File: src/rtl/lfsr_mod_counter.sv
module lfsr_mod_counter #(
  parameter int W = 9,
  parameter int N = 257,
  parameter int K = 1,
  parameter logic [W-1:0] TAPS = 'h110,
  parameter logic [W-1:0] SEED = 'd1
) (
  input  logic         clk,
  input  logic         rst,
  input  logic         en,
  output logic [W-1:0] state,
  output logic         wrap
);

  function automatic logic [W-1:0] adv(input logic [W-1:0] s);
    return {s[W-2:0], ^(s & TAPS)};
  endfunction

  function automatic logic [W-1:0] walk(input int n);
    logic [W-1:0] s;
    s = SEED;
    for (int i = 0; i < n; i++) s = adv(s);
    return s;
  endfunction

  localparam logic [W-1:0] EARLY = walk(N - 1 - K);
  localparam logic [W-1:0] TERM  = walk(N - 1);
  localparam int CW = $clog2(N + 1);

  logic [W-1:0] q;
  logic [K-1:0] det;
  logic         hit;

  assign hit   = (q == EARLY);
  assign state = q;
  assign wrap  = en & det[K-1];

  always_ff @(posedge clk) begin
    if (rst) q <= SEED;
    else if (en) q <= det[K-1] ? SEED : adv(q);
  end

  generate
    if (K == 1) begin : g_det1
      always_ff @(posedge clk) begin
        if (rst) det <= '0;
        else if (en) det <= hit;
      end
    end else begin : g_detn
      always_ff @(posedge clk) begin
        if (rst) det <= '0;
        else if (en) det <= {det[K-2:0], hit};
      end
    end
  endgenerate

  logic [CW-1:0] span;
  always_ff @(posedge clk) begin
    if (rst) span <= '0;
    else if (en) span <= wrap ? '0 : span + 1'b1;
  end

  p_reset_seed_r1: assert property (@(posedge clk) $fell(rst) |-> (q == SEED && !det[K-1]));
  p_load_seed_r3: assert property (@(posedge clk) disable iff (rst) wrap |=> q == SEED);
  p_wrap_term_r7: assert property (@(posedge clk) disable iff (rst) wrap |-> q == TERM);
  p_period_r3: assert property (@(posedge clk) disable iff (rst) wrap |-> span == CW'(N - 1));
  p_span_bound_r6: assert property (@(posedge clk) disable iff (rst) span < CW'(N));
  p_hold_r4: assert property (@(posedge clk) disable iff (rst) !en |=> $stable(q) && $stable(det));
  p_nonzero_r5: assert property (@(posedge clk) disable iff (rst) q != '0);

endmodule

File: config.mk
export PLATFORM = sky130hd
export DESIGN_NAME = lfsr_mod_counter
export DESIGN_NICKNAME = d
export VERILOG_FILES = /design/src/rtl/lfsr_mod_counter.sv
export SDC_FILE = /design/constraint.sdc
export NUM_CORES = 1
export LEC_CHECK = 0
export ABC_AREA = 1
export BUFFER_PORTS_ARGS = -buffer_cell sky130_fd_sc_hd__clkbuf_2
export CAP_MARGIN = 5
export CORE_AREA = 2 2 39 41
export CTS_BUF_LIST = sky130_fd_sc_hd__clkbuf_8
export DETAILED_ROUTE_END_ITERATION = 10
export DIE_AREA = 0 0 41 43
export GPL_ROUTABILITY_DRIVEN = 0
export PLACE_DENSITY = 0.61
export SLEW_MARGIN = 10
export SYNTH_ARGS = -nofsm -noshare
export SYNTH_HDL_FRONTEND = slang
export SYNTH_SLANG_ARGS = --single-unit
File: constraint.sdc
create_clock -name clk -period 0.8 [get_ports clk]
set_input_delay 0.12 -clock clk [delete_from_list [all_inputs] [get_ports clk]]
set_output_delay 0.12 -clock clk [all_outputs]
set_load 0.03 [all_outputs]
* Word-level counts from Yosys, hierarchy flattened
Index checks and enable logic that the tools add are counted.
** Cells by class
- Eq/ne operators :: 1
- Mux-type cells :: 1
- Bitwise operators :: 1
- Reductions and logical operators :: 1
** Operators with widths (number)
- equality test 9 bit, second input constant :: 1
- two-way mux 9 bit :: 1
- parity 9 bit :: 1
- AND 1 bit :: 1
** Storage, ports and cells
- Register bits :: 10
- Bits of input ports :: 3
- Output and inout port bits :: 10
- Logic and storage cells :: 6

* Depth between registers and ports, before layout
Gate-level depths: netlist of the first run.
- Depth in word-level cells :: 2
- Depth in mapped cells :: 5
- Gate-level depth less buffers :: 5

* Worst setup path after synthesis of the first run
Ideal clock, no wire load.
- Kind :: register -> register
- Start :: register q[0] (netlist: state[0])
- End :: register det
- Library setup time :: 0.128 ns
- Arrival time :: 0.824 ns
- Data required time :: 0.672 ns
- Slack :: -0.151 ns
- Stages on the path, launching flop included :: 6
- Path buffers :: 0
- Clock period less this slack :: 0.951 ns
- Path through :: dfxtp_1 -> nor2_1 -> nand3_1 -> nor2_1 -> nor2_1 -> nor2_1
** On the way
- Word-level cells in the longest chain between the ends :: 1
** RTL lines
- start: declaration :: RTL line 30 : logic [W-1:0] q;
- start signal: assignment :: RTL line 40 : else if (en) q <= det[K-1] ? SEED : adv(q);
- equality test 9 bit :: RTL line 34 : assign hit = (q == EARLY);
- end signal: assignment :: RTL line 47 : else if (en) det <= hit;
- end: declaration :: RTL line 31 : logic [K-1:0] det;
Every way passes these cells.
A chain may end at the register's enable or synchronous reset.

* Worst setup path in the final report of the first run
- Start :: register det
- End :: output wrap
** On the way
- Word-level cells in the longest chain between the ends :: 1
** RTL lines
- AND 1 bit :: RTL line 36 : assign wrap = en & det[K-1];
- end: declaration :: RTL line 12 : output logic wrap
Every way passes these cells.

==> key figures, run 1 <==
Run status
  • Status: finished with violations
  • Failing checks: setup timing

Timing
  • Final period util: 1.15
  • Final WS setup: -118 ps
  • F_max: 1.09 GHz
  • WHS: 197 ps
  • Final hold violations: 0
  • RSZ-0062 raised after global routing: true
  • Final number of setup-violating endpoints: 11
  • Worst-margin pin slew: 225 ps
  • Slew Limit Headroom: 0.850
  • Period minus WS final: 918 ps
  • Slew Limit Fails: 0
  • Worst Clk Skew: 3.82 ps

Logic synthesis
  • Yosys reg bits: 10
  • Cell area after synthesis: about 400 µm²
  • Mapped Avg Cell Area: 7.53 µm²
  • Library cells used by synthesis: 12
  • Syn_nets: 56
  • YS warnings: 0
  • Sequential element share of the synthesized area: 0.502
  • Synth Instances: 53

Drt
  • Top routing layer used: met4
  • Antenna viol nets, final: 0
  • DR iter-0 viols: 4
  • Metal2 WL: 590 µm
  • DR vias/cell: 5.08
  • TritonRoute pass-1 iters: 4
  • Via count: 467
  • DRC violations left: 0
  • WL met3: around 38 µm
  • WL per Instance: 12.2 µm
  • Wl on met1: 451 µm
  • Final WL: 1.12 mm

Power
  • Int Pwr: approximately 900 µW
  • Maximum vdd drop: slightly above 700 µV
  • Pwr per Cell Area: 1580 mW/mm²
  • Sequential power share: 0.435
  • Switching pwr: roughly 280 µW
  • Gate power share: 0.111
  • Clk pwr share: 0.453
  • Total Power: 1170 µW
  • P_leak: 0.000298 µW
  • Net Sw Frac: 0.237

Setup path
  • Arr. time, crit path: around 800 ps
  • Worst-path maximum fanout: 2
  • Worst Setup EP: wrap
  • Critical Path Start: det
  • Worst Setup Start Kind: flip-flop
  • RR Endpoint: det
  • Data required, critical path: ~680 ps
  • Critical path cell sequence: nand2_2 > inv_2 > buf_8
  • Crit. End Element: primary output
  • Worst r2r src: state[1]
  • FF-to-FF path depth: 5
  • Critical Path Slowest Stage Cell: dfxtp_2
  • Internal reg-to-reg setup slack: -60 ps
  • Largest stage delay on the critical path: ~340 ps
  • Setup Crit Path Kind: reg -> out

Finish
  • Utilization after layout: 0.532
  • Area of the multi-input gates: 189 µm²
  • Diode count: 0
  • Post-route cell area: 736 µm²
  • Share of cells above drive strength 1: 0.566
  • Nets: 80
  • Sequential cell area: 233 µm²
  • Final-layout fill cell count: 124
  • Area growth, synth to finish: 84.3%

Clocking
  • Worst skew pair latency: 240 ps
  • Clock Tree Root: clkbuf_8
  • H-tree levels: 1
  • Clock sink count: 10
  • CTS tree: done
  • CTS Buf Count: 3
  • CTS Buffer Depth: 2
  • Clock-pin slew on the worst setup and hold paths: approximately 50 ps

Floorplanning
  • Initial Util: 0.288
  • Die X: 41 µm
  • Die Y-Extent: roughly 43 µm
  • Num ports: 13
  • Core Rows: 14
  • Die area: 0.00176 mm²
  • Core Box Area: around 0.0014 mm²

Global routing
  • Global-route wire length before repair: 1.85 mm
  • Gr ovfl total: 0
  • Initial antenna violation count: 0
  • Largest net degree at the start of global routing: 11
  • Total track usage: 0.160
  • Vias in the first global route: between 400 and 500

Placed design
  • Pre-CTS WS: -2.56 ps
  • Area after DPL: 508 µm²
  • Final HPWL DP: 659 µm
  • # port buffers: 12

Flow run
  • # Max-Cap Violations: 0

Hold path
  • Worst min path class: in -> reg
==> cells in the mapped netlist, drive strengths merged <==
cell    instances  share of area
inv             2          0.019
dfxtp          10           0.50
nand2           9          0.085
clkinv          1          0.013
clkbuf          1         0.0094
nand3          10           0.13
o21ai           1          0.013
nand4           1          0.016
buf             1          0.028
nor2            7          0.066
a21oi          10           0.13
==> worst min-delay path by stage <==
stage	start	end	slack, ps	cells past startpoint
final	rst	state[5]	200	2
after global routing	rst	state[5]	210	2
after floorplan	en	state[1]	320	3
after detailed placement	rst	state[7]	430	2
after CTS	rst	state[2]	190	2
after global placement	rst	state[5]	430	2
==> repair_timing <==
item	in CTS	in global routing
gates resized for setup	26	14
setup endpoints to repair	11	16
buffers inserted	7	0
hold buffers	0	0
pin swaps	0	5
==> layout by cell type, fill, tap and decap left out, drive strengths merged <==
cell type  count
nand4          1
inv            3
dfxtp         10
nand3         10
nand2          9
clkbuf         7
clkinv         1
buf           17
nor2           7
a21oi         10
o21ai          1
==> worst max-delay path: cells and delay by family (launching register included) <==
family	cells	cell delay [ps]
buffers and inverters	2	170
DFF	1	340
and+or+nand+nor	1	60
==> metal layers <==
metal  global-route usage  vias to the layer above
li1                     -                      224
met1                0.158                      225
met2                0.256                       13
met3               0.0524                        5
met4                0.120                        0
met5                    0                        -
==> logic make-up (layout without fill, tap and decap cells) <==
group                  Yosys count  after routing  synth area share
buffers and inverters            5             28            0.0689
AO/OA/AOI/OAI                   11             11             0.138
flip-flops                      10             10             0.502
AND/OR/NAND/NOR                 27             27             0.292
==> power groups by stage <==
stage / Combinational, µW / Clock [µW] / Sequential, µW
after floorplan: 41.1 / 0 / 535
after global placement: 88.4 / 0 / 515
after detailed placement: 89.2 / 0 / 515
after CTS: 121 / 541 / 503
after global routing: 138 / 569 / 508
final: 130 / 528 / 507
==> registers in the layout, indices dropped and copies added, names as in the netlist <==
| signal | flops |
|---|---|
| state | 9 |
| det | 1 |
==> area by class of cell <==
class,instances,share of cell area
tap,16,0.0272
clock inverter,1,0.00510
inverter,3,0.0170
sequential,10,0.316
multi-input combinational,38,0.257
timing repair buffer,21,0.321
clock buffer,3,0.0561
==> stage by stage <==
| stage | TNS, ps | cells |
|---|---|---|
| final | -601 | 92 |
| after global routing | -959 | 92 |
| after CTS | -729 | 92 |
| after detailed placement | -2.56 | 81 |
| after global placement | 0 | 81 |
| after floorplan | 0 | 53 |
Power figures use the tool's default switching activity.
==> inputs of run 2 (changes only) <==
--- a/config.mk
+++ b/config.mk
@@ -13,7 +13,7 @@
 export DETAILED_ROUTE_END_ITERATION = 10
 export DIE_AREA = 0 0 41 43
 export GPL_ROUTABILITY_DRIVEN = 0
-export PLACE_DENSITY = 0.61
+export PLACE_DENSITY = 0.59
 export SLEW_MARGIN = 10
 export SYNTH_ARGS = -nofsm -noshare
 export SYNTH_HDL_FRONTEND = slang
==> constraint.sdc (replaced) <==
create_clock -name clk -period 0.85 [get_ports clk]
set_input_delay 0.1275 -clock clk [delete_from_list [all_inputs] [get_ports clk]]
set_output_delay 0.1275 -clock clk [all_outputs]
set_load 0.03 [all_outputs]
==> run 2 against run 1 <==
The run still ends with setup timing left. Clock skew hardly changed. Final cell count is 2.2% higher. Flip-flop and latch count stayed put. Count of clock-buffer cells in the layout increased by 1. Largest power group unchanged. Critical path depth did not move. Via count is 2.6% higher.
==> key figures, run 2 (same netlist as run 1, synthesis figures left out) <==
Clocking
  • Clock-pin slew on the worst setup and hold paths: 50 ps (about the same)
  • CTS tree: done (unchanged)
  • CTS Buffer Depth: 2 (unchanged)
  • CTS Buf Count: 3 (unchanged)
  • Clock sink count: 10 (unchanged)
  • Hold buffers post-CTS: 0 (unchanged)
  • Clock Tree Root: clkbuf_8 (unchanged)
  • Worst skew pair latency: 240 ps (about the same)
  • H-tree levels: 1 (unchanged)

Floorplanning
  • Initial Util: 0.288 (unchanged)
  • Die area: 0.00176 mm² (unchanged)
  • Die X: 41 µm (unchanged)
  • Core Rows: 14 (unchanged)
  • Die Y-Extent: 43 µm (unchanged)
  • Core Box Area: 0.00138 mm² (unchanged)
  • Num ports: 13 (unchanged)

Drt
  • TritonRoute pass-1 iters: 4 (unchanged)
  • Antenna viol nets, final: 0 (unchanged)
  • WL per Instance: 12.5 µm (was 12.2 µm)
  • DRC violations left: 0 (unchanged)
  • DR iter-0 viols: 23 (was 4)
  • Final WL: 1.17 mm (was 1.12 mm)
  • Via count: 479 (was 467)
  • DR vias/cell: 5.10 (was 5.08)

Placed design
  • Area after DPL: 483 µm² (was 508 µm²)
  • # port buffers: 12 (unchanged)
  • Dpl cells: 80 (was 81)
  • Final HPWL DP: 621 µm (was 659 µm)

Global routing
  • Largest net degree at the start of global routing: 11 (unchanged)
  • Total track usage: 0.161 (was 0.160)
  • Global-route wire length before repair: 1.84 mm (was 1.85 mm)
  • Gr ovfl total: 0 (unchanged)
  • Vias in the first global route: 445 (was 454)
  • Initial antenna violation count: 0 (unchanged)

Hold path
  • Worst min path class: in -> reg (unchanged)

Power
  • Pwr per Cell Area: 1620 mW/mm² (was 1580 mW/mm²)
  • Maximum vdd drop: 680 µV (was 705 µV)
  • Switching pwr: 275 µW (was 276 µW)
  • P_leak: 0.000306 µW (was 0.000298 µW)
  • Sequential power share: 0.402 (was 0.435)
  • Total Power: 1200 µW (was 1170 µW)
  • Net Sw Frac: 0.228 (was 0.237)
  • Clk pwr share: 0.503 (was 0.453)
  • Gate power share: 0.095 (was 0.111)
  • Int Pwr: 930 µW (was 889 µW)

Setup path
  • Worst Setup Start Kind: flip-flop (unchanged)
  • Data required, critical path: 720 ps (was 680 ps)
  • Arr. time, crit path: 800 ps (about the same)
  • Setup Crit Path Kind: reg -> out (unchanged)
  • Worst-path maximum fanout: 2 (unchanged)
  • Crit. End Element: primary output (unchanged)

Run status
  • Status: finished with violations (unchanged)
  • Failing checks: setup timing (unchanged)

Finish
  • Share of cells above drive strength 1: 0.577 (was 0.566)
  • Area growth, synth to finish: 86.5% (was 84.3%)
  • Nets: 82 (was 80)
  • Post-route insts no fill: 94 (was 92)
  • Max FFs per register: 9 (unchanged)
  • Post-route cell area: 744 µm² (was 736 µm²)
  • Utilization after layout: 0.538 (was 0.532)
  • Commonest non-fill, non-tap cell in the layout: buf_4 (was nand3_1)
  • Diode count: 0 (unchanged)
  • Final-layout fill cell count: 117 (was 124)
  • Most frequent cells in the layout: 11 x buf_4, 10 x nand3_1, 9 x buf_8, 8 x nand2_1, 8 x a21oi_1 (was 10 x nand3_1, 8 x nand2_1, 8 x a21oi_1, 8 x buf_8, 8 x dfxtp_4)

Timing
  • Worst Clk Skew: 3.75 ps (was 3.82 ps)
  • Slew Limit Fails: 0 (unchanged)
  • RSZ-0062 raised after global routing: true (unchanged)
  • Period minus WS final: 930 ps
  • Final WS setup: -80.4 ps (was -118 ps)
  • Final hold violations: 0 (unchanged)
  • Slew Limit Headroom: 0.843 (was 0.850)
  • Worst-margin pin slew: 236 ps (was 225 ps)
  • Final period util: 1.09
  • F_max: ~1.1 GHz
  • Final number of setup-violating endpoints: 8 (was 11)

Flow run
  • # Max-Cap Violations: 0 (unchanged)
[run 2: cell count changes in the layout (fill, tap and decap cells not counted), moves of 3 or more]
cell and delta:
dfxtp_2 +3, buf_6 -3, dfxtp_4 -3, buf_4 +5
[run 2: layer usage]
metal	part of all wire	global-route usage	up-vias	wire, µm
met5	0	0	-	0
met4	0.038	0.140	0	45
met3	0.046	0.0314	5	54
met2	0.53	0.234	21	625
met1	0.38	0.186	226	449
li1	-	-	227	-
[run 2: timing repair]
item                                    in CTS  in global routing
pin swaps                                    0                  1
gates resized for setup                     25                 17
hold endpoints to repair                     0                  0
cloned                                       0                  0
endpoints found under the setup margin      10                 14
buffers inserted                            10                  0
[run 2: worst paths after layout]
| kind | start | end | slack (ps) | cells past startpoint |
|---|---|---|---|---|
| worst max-delay path | det | wrap | -80 | 3 |
| worst min-delay path | rst | state[5] | 190 | 2 |
| worst max register to register | state[6] | det | 0 | 5 |
| worst min register to register | state[0] | state[1] | 520 | 2 |
[run 2: power by group through the flow]
stage	Clock (µW)	Sequential [µW]	Combinational [µW]
2_1_floorplan	0	520	38.7
3_3_place_gp	0	501	77.9
3_5_place_dp	0	502	78.6
4_1_cts	616	489	106
5_1_grt	635	485	122
6_report	606	484	115
[run 2: layout make-up]
type	count	area (µm²)	share of cell area
clock buffer	4	55.1	0.0739
inverter	3	16.3	0.0218
multi-input combinational	38	186	0.250
sequential	10	225	0.303
tap	16	20.0	0.0269
timing repair buffer	23	241	0.324
[run 2: metrics by stage]
stage	hold slack, ps	TNS [ps]	setup WS (ps)
after global routing	224	-414	-128
after floorplan	326	0	21.4
final	193	-134	-80.4
after CTS	188	-277	-100
after global placement	435	0	51.0
after detailed placement	440	0	48.9
[run 2: worst max-delay path, cell delays in order, from the launching register on]
cell,delay (ps)
dfxtp_2,330
nand2_2,60
inv_2,60
buf_8,110
